**src/rtl/seg_xlat_pkg.sv**
```systemverilog
package seg_xlat_pkg;
    typedef enum logic [1:0] {
        SEG_ABS   = 2'd0,
        SEG_PROG  = 2'd1,
        SEG_DATA  = 2'd2,
        SEG_STACK = 2'd3
    } seg_sel_e;

    localparam int SEG_W = 2;
    localparam int SEG_N = 4;
endpackage

```
**src/rtl/seg_bank_regs.sv**
```systemverilog
module seg_bank_regs
    import seg_xlat_pkg::*;
#(
    parameter int LVL_W = 2,
    parameter int PA_W  = 16,
    parameter int LIM_W = 13
) (
    input  logic             clk,
    input  logic             rst_n,
    input  logic             wr_en,
    input  logic [LVL_W-1:0] wr_level,
    input  seg_sel_e         wr_seg,
    input  logic             wr_is_limit,
    input  logic [PA_W-1:0]  wr_data,
    input  logic [LVL_W-1:0] rd_level,
    input  seg_sel_e         rd_seg,
    output logic [PA_W-1:0]  rd_base,
    output logic [LIM_W-1:0] rd_limit
);
    localparam int ENT_W = LVL_W + SEG_W;
    localparam int ENT_N = 1 << ENT_W;

    logic [PA_W-1:0]  base_arr [ENT_N];
    logic [LIM_W-1:0] lim_arr  [ENT_N];
    logic [ENT_W-1:0] wr_ent;
    logic [ENT_W-1:0] rd_ent;

    assign wr_ent = {wr_level, wr_seg};
    assign rd_ent = {rd_level, rd_seg};

    for (genvar e = 0; e < ENT_N; e++) begin : g_ent
        logic [PA_W-1:0]  base_d, base_q;
        logic [LIM_W-1:0] lim_d, lim_q;
        logic             hit;

        assign hit = wr_en && (wr_ent == ENT_W'(e));

        always_comb begin
            base_d = base_q;
            lim_d  = lim_q;
            if (hit) begin
                if (wr_is_limit) lim_d  = wr_data[LIM_W-1:0];
                else             base_d = wr_data;
            end
        end

        always_ff @(posedge clk) begin
            if (!rst_n) begin
                base_q <= '0;
                lim_q  <= '0;
            end else begin
                base_q <= base_d;
                lim_q  <= lim_d;
            end
        end

        assign base_arr[e] = base_q;
        assign lim_arr[e]  = lim_q;
    end

    always_comb begin
        rd_base  = base_arr[rd_ent];
        rd_limit = lim_arr[rd_ent];
    end
endmodule

```
**src/rtl/seg_xlat_calc.sv**
```systemverilog
module seg_xlat_calc #(
    parameter int IDX_W = 12,
    parameter int PA_W  = 16,
    parameter int LIM_W = 13
) (
    input  logic [PA_W-1:0]  base,
    input  logic [LIM_W-1:0] limit,
    input  logic [IDX_W-1:0] index,
    output logic [PA_W-1:0]  phys,
    output logic             range_bad,
    output logic             wrap_bad
);
    logic [PA_W:0]    sum;
    logic [LIM_W-1:0] idx_ext;

    always_comb begin
        idx_ext   = LIM_W'(index);
        sum       = {1'b0, base} + (PA_W + 1)'(index);
        phys      = sum[PA_W-1:0];
        wrap_bad  = sum[PA_W];
        range_bad = (idx_ext >= limit);
    end
endmodule

```
**src/rtl/seg_xlat_unit.sv**
```systemverilog
module seg_xlat_unit
    import seg_xlat_pkg::*;
#(
    parameter int IDX_W = 12,
    parameter int PA_W  = 16,
    parameter int LVL_W = 2
) (
    input  logic             clk,
    input  logic             rst_n,
    input  logic             req_valid,
    input  logic [1:0]       req_seg,
    input  logic [IDX_W-1:0] req_index,
    input  logic [LVL_W-1:0] cur_level,
    input  logic             supervisor,
    input  logic             wr_en,
    input  logic [LVL_W-1:0] wr_level,
    input  logic [1:0]       wr_seg,
    input  logic             wr_is_limit,
    input  logic [PA_W-1:0]  wr_data,
    output logic             rsp_valid,
    output logic             rsp_addr_vld,
    output logic [PA_W-1:0]  rsp_addr,
    output logic             rsp_fault,
    output logic [LVL_W-1:0] rsp_level,
    output logic             priv_violation
);
    localparam int LIM_W = IDX_W + 1;

    typedef struct packed {
        logic             valid;
        logic             addr_vld;
        logic             fault;
        logic [PA_W-1:0]  addr;
        logic [LVL_W-1:0] level;
        logic             priv;
    } rsp_t;

    rsp_t             st_d, st_q;
    logic             wr_ok;
    logic [PA_W-1:0]  sel_base;
    logic [LIM_W-1:0] sel_limit;
    logic [PA_W-1:0]  phys;
    logic             range_bad;
    logic             wrap_bad;

    assign wr_ok = wr_en && supervisor;

    seg_bank_regs #(
        .LVL_W (LVL_W),
        .PA_W  (PA_W),
        .LIM_W (LIM_W)
    ) regs_i (
        .clk         (clk),
        .rst_n       (rst_n),
        .wr_en       (wr_ok),
        .wr_level    (wr_level),
        .wr_seg      (seg_sel_e'(wr_seg)),
        .wr_is_limit (wr_is_limit),
        .wr_data     (wr_data),
        .rd_level    (cur_level),
        .rd_seg      (seg_sel_e'(req_seg)),
        .rd_base     (sel_base),
        .rd_limit    (sel_limit)
    );

    seg_xlat_calc #(
        .IDX_W (IDX_W),
        .PA_W  (PA_W),
        .LIM_W (LIM_W)
    ) calc_i (
        .base      (sel_base),
        .limit     (sel_limit),
        .index     (req_index),
        .phys      (phys),
        .range_bad (range_bad),
        .wrap_bad  (wrap_bad)
    );

    always_comb begin
        st_d          = '0;
        st_d.valid    = req_valid;
        st_d.level    = cur_level;
        st_d.fault    = req_valid && (range_bad || wrap_bad);
        st_d.addr_vld = req_valid && !(range_bad || wrap_bad);
        st_d.addr     = st_d.addr_vld ? phys : '0;
        st_d.priv     = wr_en && !supervisor;
    end

    always_ff @(posedge clk) begin
        if (!rst_n) st_q <= '0;
        else        st_q <= st_d;
    end

    assign rsp_valid      = st_q.valid;
    assign rsp_addr_vld   = st_q.addr_vld;
    assign rsp_addr       = st_q.addr;
    assign rsp_fault      = st_q.fault;
    assign rsp_level      = st_q.level;
    assign priv_violation = st_q.priv;
endmodule

```
**config.mk**
```make
export PLATFORM = sky130hd
export DESIGN_NAME = seg_xlat_unit
export DESIGN_NICKNAME = d
export VERILOG_FILES = /design/src/rtl/seg_xlat_pkg.sv /design/src/rtl/seg_bank_regs.sv /design/src/rtl/seg_xlat_calc.sv /design/src/rtl/seg_xlat_unit.sv
export SDC_FILE = /design/constraint.sdc
export NUM_CORES = 1
export LEC_CHECK = 0
export ABC_AREA = 1
export CORE_MARGIN = 2
export CORE_UTILIZATION = 25
export CTS_CLUSTER_DIAMETER = 100
export DETAILED_ROUTE_END_ITERATION = 8
export PLACE_DENSITY_LB_ADDON = 0.1
export SLEW_MARGIN = 5
export SYNTH_ARGS = -nofsm -noshare
export SYNTH_HDL_FRONTEND = slang
export SYNTH_HIERARCHICAL = 1
export SYNTH_SLANG_ARGS = --single-unit
```
**constraint.sdc**
```tcl
create_clock -name clk -period 3.8 [get_ports clk]
set_clock_uncertainty 0.15 [all_clocks]
set_input_delay 0.38 -clock clk [delete_from_list [all_inputs] [get_ports clk]]
set_output_delay 0.38 -clock clk [all_outputs]
set_load 0.02 [all_outputs]
```
After elaboration in Yosys (flattened, before gate mapping)
Index checks and enable logic that the tools add are counted.
W data, S select, Z words.
{"block": "totals", "register_bits": 486, "latch_bits": 0, "ram_bits": 0, "mem_bits_ro": 0, "out_inout_bits": 22, "memories": 0}
{"block": "classes", "addsub": 1, "multipliers": 0, "div_mod_pow": 0, "n_lt_le_gt_ge": 2, "eq_ne": 15, "shift": 0, "muxes": 6, "bitwise_logic": 2, "n_reduce_logical": 57}
{"cell": "$reduce_and A2 Y1", "count": 33}
{"cell": "$bmux W16 S4", "count": 1}
{"cell": "$bmux W13 S4", "count": 1}
{"cell": "$eq A4 B4 Y1 const B", "count": 8}
{"cell": "$mux W16", "count": 2}
{"cell": "$mux W13", "count": 2}
{"cell": "$logic_and A1 B1 Y1", "count": 20}
{"cell": "$add A16 B12 Y17", "count": 1}
{"cell": "$eq A4 B3 Y1 const B", "count": 4}
{"cell": "$ge A12 B13 Y1", "count": 1}
{"cell": "$eq A4 B2 Y1 const B", "count": 2}
{"cell": "$ge A5 B5 Y1 const B", "count": 1}
{"cell": "$not A4 Y5", "count": 1}
{"cell": "$eq A4 B1 Y1 const B", "count": 1}
{"cell": "$logic_not A4 Y1", "count": 1}
{"cell": "$logic_not A1 Y1", "count": 2}
{"cell": "$logic_or A1 B1 Y1", "count": 1}
{"cell": "$not A1 Y1", "count": 1}

Logic depth before layout (Yosys ltp)
{"block": "logic_depth", "depth_word": 9, "depth_mapped": 21, "depth_no_buf": 18}

Hierarchy
Netlist, hierarchy kept.
{"mod": "seg_bank_regs", "instances": 1, "cells_per_inst": 3841, "area_per_inst_um2": 22775.6, "seq_area_each_um2": 9288.9}
{"mod": "seg_xlat_calc", "instances": 1, "cells_per_inst": 224, "area_per_inst_um2": 1182.4, "seq_area_each_um2": 0.0}
{"mod": "seg_xlat_unit", "instances": 1, "cells_per_inst": 69, "area_per_inst_um2": 683.2, "seq_area_each_um2": 440.4}

Worst setup path before layout
OpenSTA, ideal clock, no wires.
{"block": "synth_timing", "path_kind": "input -> register", "from": "input req_seg[1]", "to": "register st_q, in the netlist rsp_addr_vld", "setup_ns": 0.112, "arrival_ns": 2.868, "path_slack_ns": 0.670, "stages": 20, "n_path_buf": 4, "cell_sequence": "clkbuf_1 -> inv_1 -> buf_2 -> buf_1 -> nand3_1 -> nand3_1 -> nand3_1 -> nand2_1 -> ha_1 -> inv_1 -> fa_1 -> inv_1 -> nand3_1 -> nand3_1 -> nand3_1 -> a31oi_1 -> nor2_4 -> nand2_4 -> buf_12 -> inv_1"}
{"block": "synth_via", "elab_chain_len": 8}
{"element": "from (decl)", "line_no": "seg_xlat_unit.sv:11", "text": "input logic [1:0] req_seg,"}
{"element": "$not A4 Y5 (implied by the code)", "line_no": "seg_bank_regs.sv:62", "text": "rd_base = base_arr[rd_ent];"}
{"element": "$bmux W16 S4", "line_no": "seg_bank_regs.sv:62"}
{"element": "$mux W16 (implied by the code) (2 in a row)", "line_no": "seg_bank_regs.sv:62"}
{"element": "net sel_base[0]", "line_no": "seg_xlat_unit.sv:40", "text": "logic [PA_W-1:0] sel_base;"}
{"element": "$add A16 B12 Y17", "line_no": "seg_xlat_calc.sv:18", "text": "sum = {1'b0, base} + (PA_W + 1)'(index);"}
{"element": "net wrap_bad", "line_no": "seg_xlat_unit.sv:44", "text": "logic wrap_bad;"}
{"element": "$logic_or A1 B1 Y1", "line_no": "seg_xlat_unit.sv:84", "text": "st_d.addr_vld = req_valid && !(range_bad || wrap_bad);"}
{"element": "$logic_not A1 Y1", "line_no": "seg_xlat_unit.sv:84"}
{"element": "$logic_and A1 B1 Y1", "line_no": "seg_xlat_unit.sv:84"}
{"element": "to (signal assigned)", "line_no": "seg_xlat_unit.sv:91", "text": "else st_q <= st_d;"}
{"element": "to (decl)", "line_no": "seg_xlat_unit.sv:38", "text": "rsp_t st_d, st_q;"}
The timed path passes the listed nets, and every way through them passes these cells. The select of a mux whose other input is x is not followed.
A chain may end at the register's enable or synchronous reset.

Worst setup path in the final report
{"block": "layout_timing", "from": "register regs_i.g_ent[6].base_q[0]", "to": "register st_q, in the netlist rsp_addr[12]"}
{"block": "layout_via", "elab_chain_len": 8}
{"element": "from (decl)", "line_no": "seg_bank_regs.sv:32", "text": "logic [PA_W-1:0] base_d, base_q;"}
{"element": "from (signal assigned)", "line_no": "seg_bank_regs.sv:52", "text": "base_q <= base_d;"}
{"element": "$bmux W16 S4", "line_no": "seg_bank_regs.sv:62"}
{"element": "$mux W16 (implied by the code) (2 in a row)", "line_no": "seg_bank_regs.sv:62"}
{"element": "net sel_base[0]", "line_no": "seg_xlat_unit.sv:40"}
{"element": "$add A16 B12 Y17", "line_no": "seg_xlat_calc.sv:18"}
{"element": "net wrap_bad", "line_no": "seg_xlat_unit.sv:44"}
{"element": "$logic_or A1 B1 Y1", "line_no": "seg_xlat_unit.sv:84"}
{"element": "$logic_not A1 Y1", "line_no": "seg_xlat_unit.sv:84"}
{"element": "$logic_and A1 B1 Y1", "line_no": "seg_xlat_unit.sv:84"}
{"element": "$reduce_and A2 Y1 (no line)"}
The timed path passes the listed nets, and every way through them passes these cells. The select of a mux whose other input is x is not followed.

==> report_table.html <==
<table>
<tr><th>Metric</th><th>Value</th></tr>
<tr><th colspan="2">Logic synthesis</th></tr>
<tr><td>Number of standard cells after synthesis</td><td>4134</td></tr>
<tr><td>Share of the yosys chip area belonging to registers</td><td>about two fifths</td></tr>
<tr><td>Number of flops mapped to enable cells by yosys</td><td>0</td></tr>
<tr><td>Flip-flop and latch count after synthesis</td><td>486</td></tr>
<tr><td>Mean instance size in the synthesized netlist</td><td>5.961 um2</td></tr>
<tr><td>Count of warnings emitted by yosys</td><td>6</td></tr>
<tr><td>Cell variety after synth</td><td>30</td></tr>
<tr><td>Largest area contributor in the netlist</td><td>sky130_fd_sc_hd__dfxtp_1</td></tr>
<tr><td>Synth Net Count</td><td>between 4000 and 5000</td></tr>
<tr><td>Largest cells by area after synthesis</td><td>sky130_fd_sc_hd__dfxtp_1 39%, sky130_fd_sc_hd__nand2_1 18%, sky130_fd_sc_hd__nor2_1 16%</td></tr>
<tr><td>Async set or reset register ratio after synthesis</td><td>0%</td></tr>
<tr><td>Mapped Area</td><td>around 25000 um2</td></tr>
<tr><td>Yosys top cell area share</td><td>39.48%</td></tr>
<tr><td>Most frequently used flop master after synthesis</td><td>sky130_fd_sc_hd__dfxtp_1</td></tr>
<tr><th colspan="2">Routing</th></tr>
<tr><td>Vias per inst</td><td>~4.3</td></tr>
<tr><td>Routed length per placed instance</td><td>17.10 um</td></tr>
<tr><td>Number of iterations in the first detailed-routing pass</td><td>8</td></tr>
<tr><td>Overall via count from detail_route</td><td>approximately 23000</td></tr>
<tr><td>Number of DRC markers in iteration 0</td><td>around 1500</td></tr>
<tr><td>Final WL</td><td>92.53 mm</td></tr>
<tr><td>DRC Markers</td><td>0</td></tr>
<tr><td>Number of routed nets with antenna violations</td><td>0</td></tr>
<tr><th colspan="2">Die</th></tr>
<tr><td>Num rows</td><td>~120</td></tr>
<tr><td>Core area</td><td>97990 um2</td></tr>
<tr><td>Die ar.</td><td>a little over 100000 um2</td></tr>
<tr><td>Chip height</td><td>318.0 um</td></tr>
<tr><td>Num ports</td><td>64</td></tr>
<tr><td>Initial Util</td><td>between 20% and 30%</td></tr>
<tr><td>Horizontal extent of the die</td><td>318.0 um</td></tr>
<tr><th colspan="2">STA</th></tr>
<tr><td>Remaining max-slew budget at the tightest pin</td><td>31.72%</td></tr>
<tr><td>Final setup fails</td><td>0</td></tr>
<tr><td>Final Max Slew Viols</td><td>0</td></tr>
<tr><td>Unrepaired setup endpoints after global routing</td><td>no</td></tr>
<tr><td>Portion of the clock cycle consumed by the worst path in the final layout</td><td>77.63%</td></tr>
<tr><td>Hold Vio Cnt, Final</td><td>0</td></tr>
<tr><td>Total Neg Setup Slack</td><td>0 ps</td></tr>
<tr><td>Maximum achievable frequency</td><td>roughly 340 MHz</td></tr>
<tr><td>Slew at the pin with the worst max-slew slack</td><td>between 1000 and 1500 ps</td></tr>
<tr><td>Final critical-path required period</td><td>2950 ps</td></tr>
<tr><th colspan="2">Setup path</th></tr>
<tr><td>Setup Crit Path Kind</td><td>reg -&gt; reg</td></tr>
<tr><td>FF-to-FF Start</td><td>regs_i/g_ent[6].base_q[0]</td></tr>
<tr><td>Cell repeated most along the worst path</td><td>sky130_fd_sc_hd__nand3_1</td></tr>
<tr><td>Number of buffers and inverters on the critical path</td><td>3</td></tr>
<tr><td>Depth of the worst register-to-register path</td><td>17</td></tr>
<tr><td>Peak fanout along the critical path</td><td>17</td></tr>
<tr><td>Crit path DAT</td><td>3350 ps</td></tr>
<tr><td>Element type at the critical path end</td><td>register</td></tr>
<tr><td>Delay-heaviest family, CP</td><td>simple AND/OR/NAND/NOR gates</td></tr>
<tr><td>Required time of the critical path</td><td>between 4000 and 5000 ps</td></tr>
<tr><td>Worst reg2reg path endpoint</td><td>rsp_addr[12]</td></tr>
<tr><td>CP startpoint kind</td><td>register</td></tr>
<tr><td>Cells along the critical path</td><td>inv_1, nand2_1, nand3_1, nand3_1, nand3_1, nand2_1, ha_1, inv_1, fa_1, inv_1, nand3_1, nand3_1, nand3_1, a31oi_1, nor2_4, nand2_4, nor2_1</td></tr>
<tr><td>Slowest-stage cell, CP</td><td>sky130_fd_sc_hd__fa_1</td></tr>
<tr><td>Longest individual stage delay on the worst path</td><td>about 400 ps</td></tr>
<tr><td>Slack of the worst reg-to-reg path</td><td>roughly 850 ps</td></tr>
<tr><th colspan="2">Clocking</th></tr>
<tr><td>Count of H-tree levels built during CTS</td><td>2</td></tr>
<tr><td>Hold buffer count at CTS</td><td>0</td></tr>
<tr><td>Clock edge transition at the registers on the reported setup and hold paths</td><td>roughly 60 ps</td></tr>
<tr><td>CTS buffer count</td><td>61</td></tr>
<tr><td>Clk Latency, worst-skew pair</td><td>slightly below 700 ps</td></tr>
<tr><td>Number of gates given a new drive strength after cts</td><td>0</td></tr>
<tr><td>Clock sink count</td><td>between 400 and 500</td></tr>
<tr><td>Root Buffer</td><td>sky130_fd_sc_hd__clkbuf_16</td></tr>
<tr><td># Post-CTS Setup Buffers</td><td>0</td></tr>
<tr><td>TritonCTS clock tree</td><td>done</td></tr>
<tr><td>Number of buffers on the longest clock path</td><td>3</td></tr>
<tr><th colspan="2">Placement</th></tr>
<tr><td>Count of input and output buffers</td><td>63</td></tr>
<tr><td>Final GP Congestion</td><td>between 0.8 and 0.9</td></tr>
<tr><td>Dpl hpwl</td><td>just under 60 mm</td></tr>
<tr><th colspan="2">Finish</th></tr>
<tr><td>Ratio of cells with drive above 1 in the final layout</td><td>around 5.7%</td></tr>
<tr><td>Most frequent cells in the layout</td><td>1165 x sky130_fd_sc_hd__nand2_1, 1053 x sky130_fd_sc_hd__nor2_1, 489 x sky130_fd_sc_hd__inv_1, 486 x sky130_fd_sc_hd__dfxtp_1, 392 x sky130_fd_sc_hd__nand3_1</td></tr>
<tr><td>Commonest non-fill, non-tap cell in the layout</td><td>sky130_fd_sc_hd__nand2_1</td></tr>
<tr><td>Final standard cell utilization of the core</td><td>between 20 and 30%</td></tr>
<tr><td>Area growth, synth to finish</td><td>16.30%</td></tr>
<tr><td># nets final</td><td>about 4100</td></tr>
<tr><th colspan="2">GRT</th></tr>
<tr><td>Vias in the first global route</td><td>~22000</td></tr>
<tr><td>Overall global routing resource usage</td><td>between 10% and 20%</td></tr>
<tr><td>Maximum number of pins on one net before global-route repair</td><td>around 100</td></tr>
<tr><td>Total congestion overflow after global routing</td><td>0</td></tr>
<tr><td>First-pass GRT wire length</td><td>140.7 mm</td></tr>
<tr><td>Antenna violations before repair</td><td>2</td></tr>
<tr><th colspan="2">Hold path</th></tr>
<tr><td>HP Start</td><td>rst_n</td></tr>
<tr><td>Endpoint, Worst Hold</td><td>regs_i/g_ent[15].base_q[8]</td></tr>
<tr><td>Cell count of the worst hold path</td><td>3</td></tr>
<tr><td>Worst Hold Class</td><td>in -&gt; reg</td></tr>
<tr><th colspan="2">Run status</th></tr>
<tr><td>Status</td><td>completed</td></tr>
<tr><th colspan="2">Run</th></tr>
<tr><td>Max-capacitance violation count</td><td>0</td></tr>
<tr><th colspan="2">Power</th></tr>
<tr><td>Total leakage power</td><td>about 14 nW</td></tr>
<tr><td>PD cells</td><td>~440 nW/um2</td></tr>
<tr><td>Peak supply drop</td><td>roughly 0.37 mV</td></tr>
</table>
## cell usage after synthesis (2+ instances only)
| cell type | number |
|---|---|
| sky130_fd_sc_hd__o21ai_0 | 177 |
| sky130_fd_sc_hd__nand3_1 | 392 |
| sky130_fd_sc_hd__xnor2_1 | 3 |
| sky130_fd_sc_hd__nand2_2 | 4 |
| sky130_fd_sc_hd__clkinv_1 | 3 |
| sky130_fd_sc_hd__inv_2 | 5 |
| sky130_fd_sc_hd__buf_2 | 53 |
| sky130_fd_sc_hd__or2_2 | 8 |
| sky130_fd_sc_hd__nor3_1 | 6 |
| sky130_fd_sc_hd__buf_1 | 59 |
| sky130_fd_sc_hd__nand2_1 | 1165 |
| sky130_fd_sc_hd__clkbuf_1 | 154 |
| sky130_fd_sc_hd__nor2_4 | 3 |
| sky130_fd_sc_hd__a21oi_1 | 13 |
| sky130_fd_sc_hd__ha_1 | 24 |
| sky130_fd_sc_hd__nor2_2 | 14 |
| sky130_fd_sc_hd__nand4_1 | 6 |
| sky130_fd_sc_hd__dfxtp_1 | 486 |
| sky130_fd_sc_hd__nor2_1 | 1053 |
| sky130_fd_sc_hd__inv_1 | 492 |
| sky130_fd_sc_hd__nand3_2 | 2 |
| sky130_fd_sc_hd__xor2_1 | 4 |
## worst register-to-register path: cells and delay by family (launching register included)
kind / cells / cell delay (ps)
buffers and inverters: 3 / 190
AO/OA/AOI/OAI: 1 / 240
adder cells (fa/ha/maj): 2 / 570
flip-flops: 1 / 330
AND/OR/NAND/NOR: 11 / 1340
## worst max path at each step
| stage | from | to | slack [ps] | cells past startpoint |
|---|---|---|---|---|
| detailed placement | cur_level[1] | rsp_addr[9] | 260 | 13 |
| global route | regs_i/g_ent[6].base_q[0] | rsp_addr[9] | 480 | 17 |
| global placement | cur_level[1] | rsp_addr_vld | 270 | 15 |
| floorplan | req_seg[1] | rsp_addr_vld | 670 | 20 |
| finish | regs_i/g_ent[6].base_q[0] | rsp_addr[12] | 850 | 17 |
| CTS | regs_i/g_ent[6].base_q[0] | rsp_addr[12] | 800 | 17 |
## final cells by class
class	count	area, um2
Fill cell	11010	69330
Multi-Input combinational cell	2880	11940
Sequential cell	486	9729
Inverter	500	1887
Clock buffer	93	1828
Tap cell	1287	1610
Timing Repair Buffer	147	1436
Clock inverter	18	221.5
Antenna cell	1	2.502
## through the flow
step | instance area [um2] | worst slack, ps | instances | total power, W | hold WS [ps]
floorplan | 24640 | 670.2 | 4134 | 0.006140 | 297.2
global placement | 26610 | 270.6 | 5300 | 0.006747 | 308.5
detailed placement | 26610 | 263.0 | 5300 | 0.006736 | 316.3
CTS | 28660 | 799.1 | 5411 | 0.01288 | 48.63
global route | 28660 | 480.0 | 5411 | 0.01321 | 87.27
finish | 28660 | 850.2 | 5412 | 0.01264 | 74.05
## power breakdown
group          internal [W]  switching (W)  leakage (nW)  total [W]
Sequential          0.00515      0.0000172          3.92    0.00517
Clock               0.00356        0.00248          1.01    0.00605
Combinational      0.000425        0.00100          9.46    0.00143
Total               0.00914        0.00350          14.4     0.0126
## flip-flops by register name (all words and copies together) (netlist names)
signal,flops
priv_violation,1
regs_i/g_ent.base_q,256
regs_i/g_ent.lim_q,208
rsp_addr,16
rsp_addr_vld,1
rsp_fault,1
rsp_level,2
rsp_valid,1
## per-layer routing
metal	routed length, um	track usage [%]	vias up
met5	0	0	-
met4	2706	6.095	0
met3	3108	2.293	120
met2	42830	30.37	319
met1	43890	24.03	10710
li1	-	-	12240
## logic make-up after synthesis
logic type / after synthesis / share of synthesized area (%)
fa+ha+maj: 25 / 1.300
flops: 486 / 39.48
simple gates: 2656 / 43.00
buf+inv: 768 / 12.05
xor+xnor: 7 / 0.2488
compound gates: 192 / 3.915
Power figures use the tool's default switching activity.
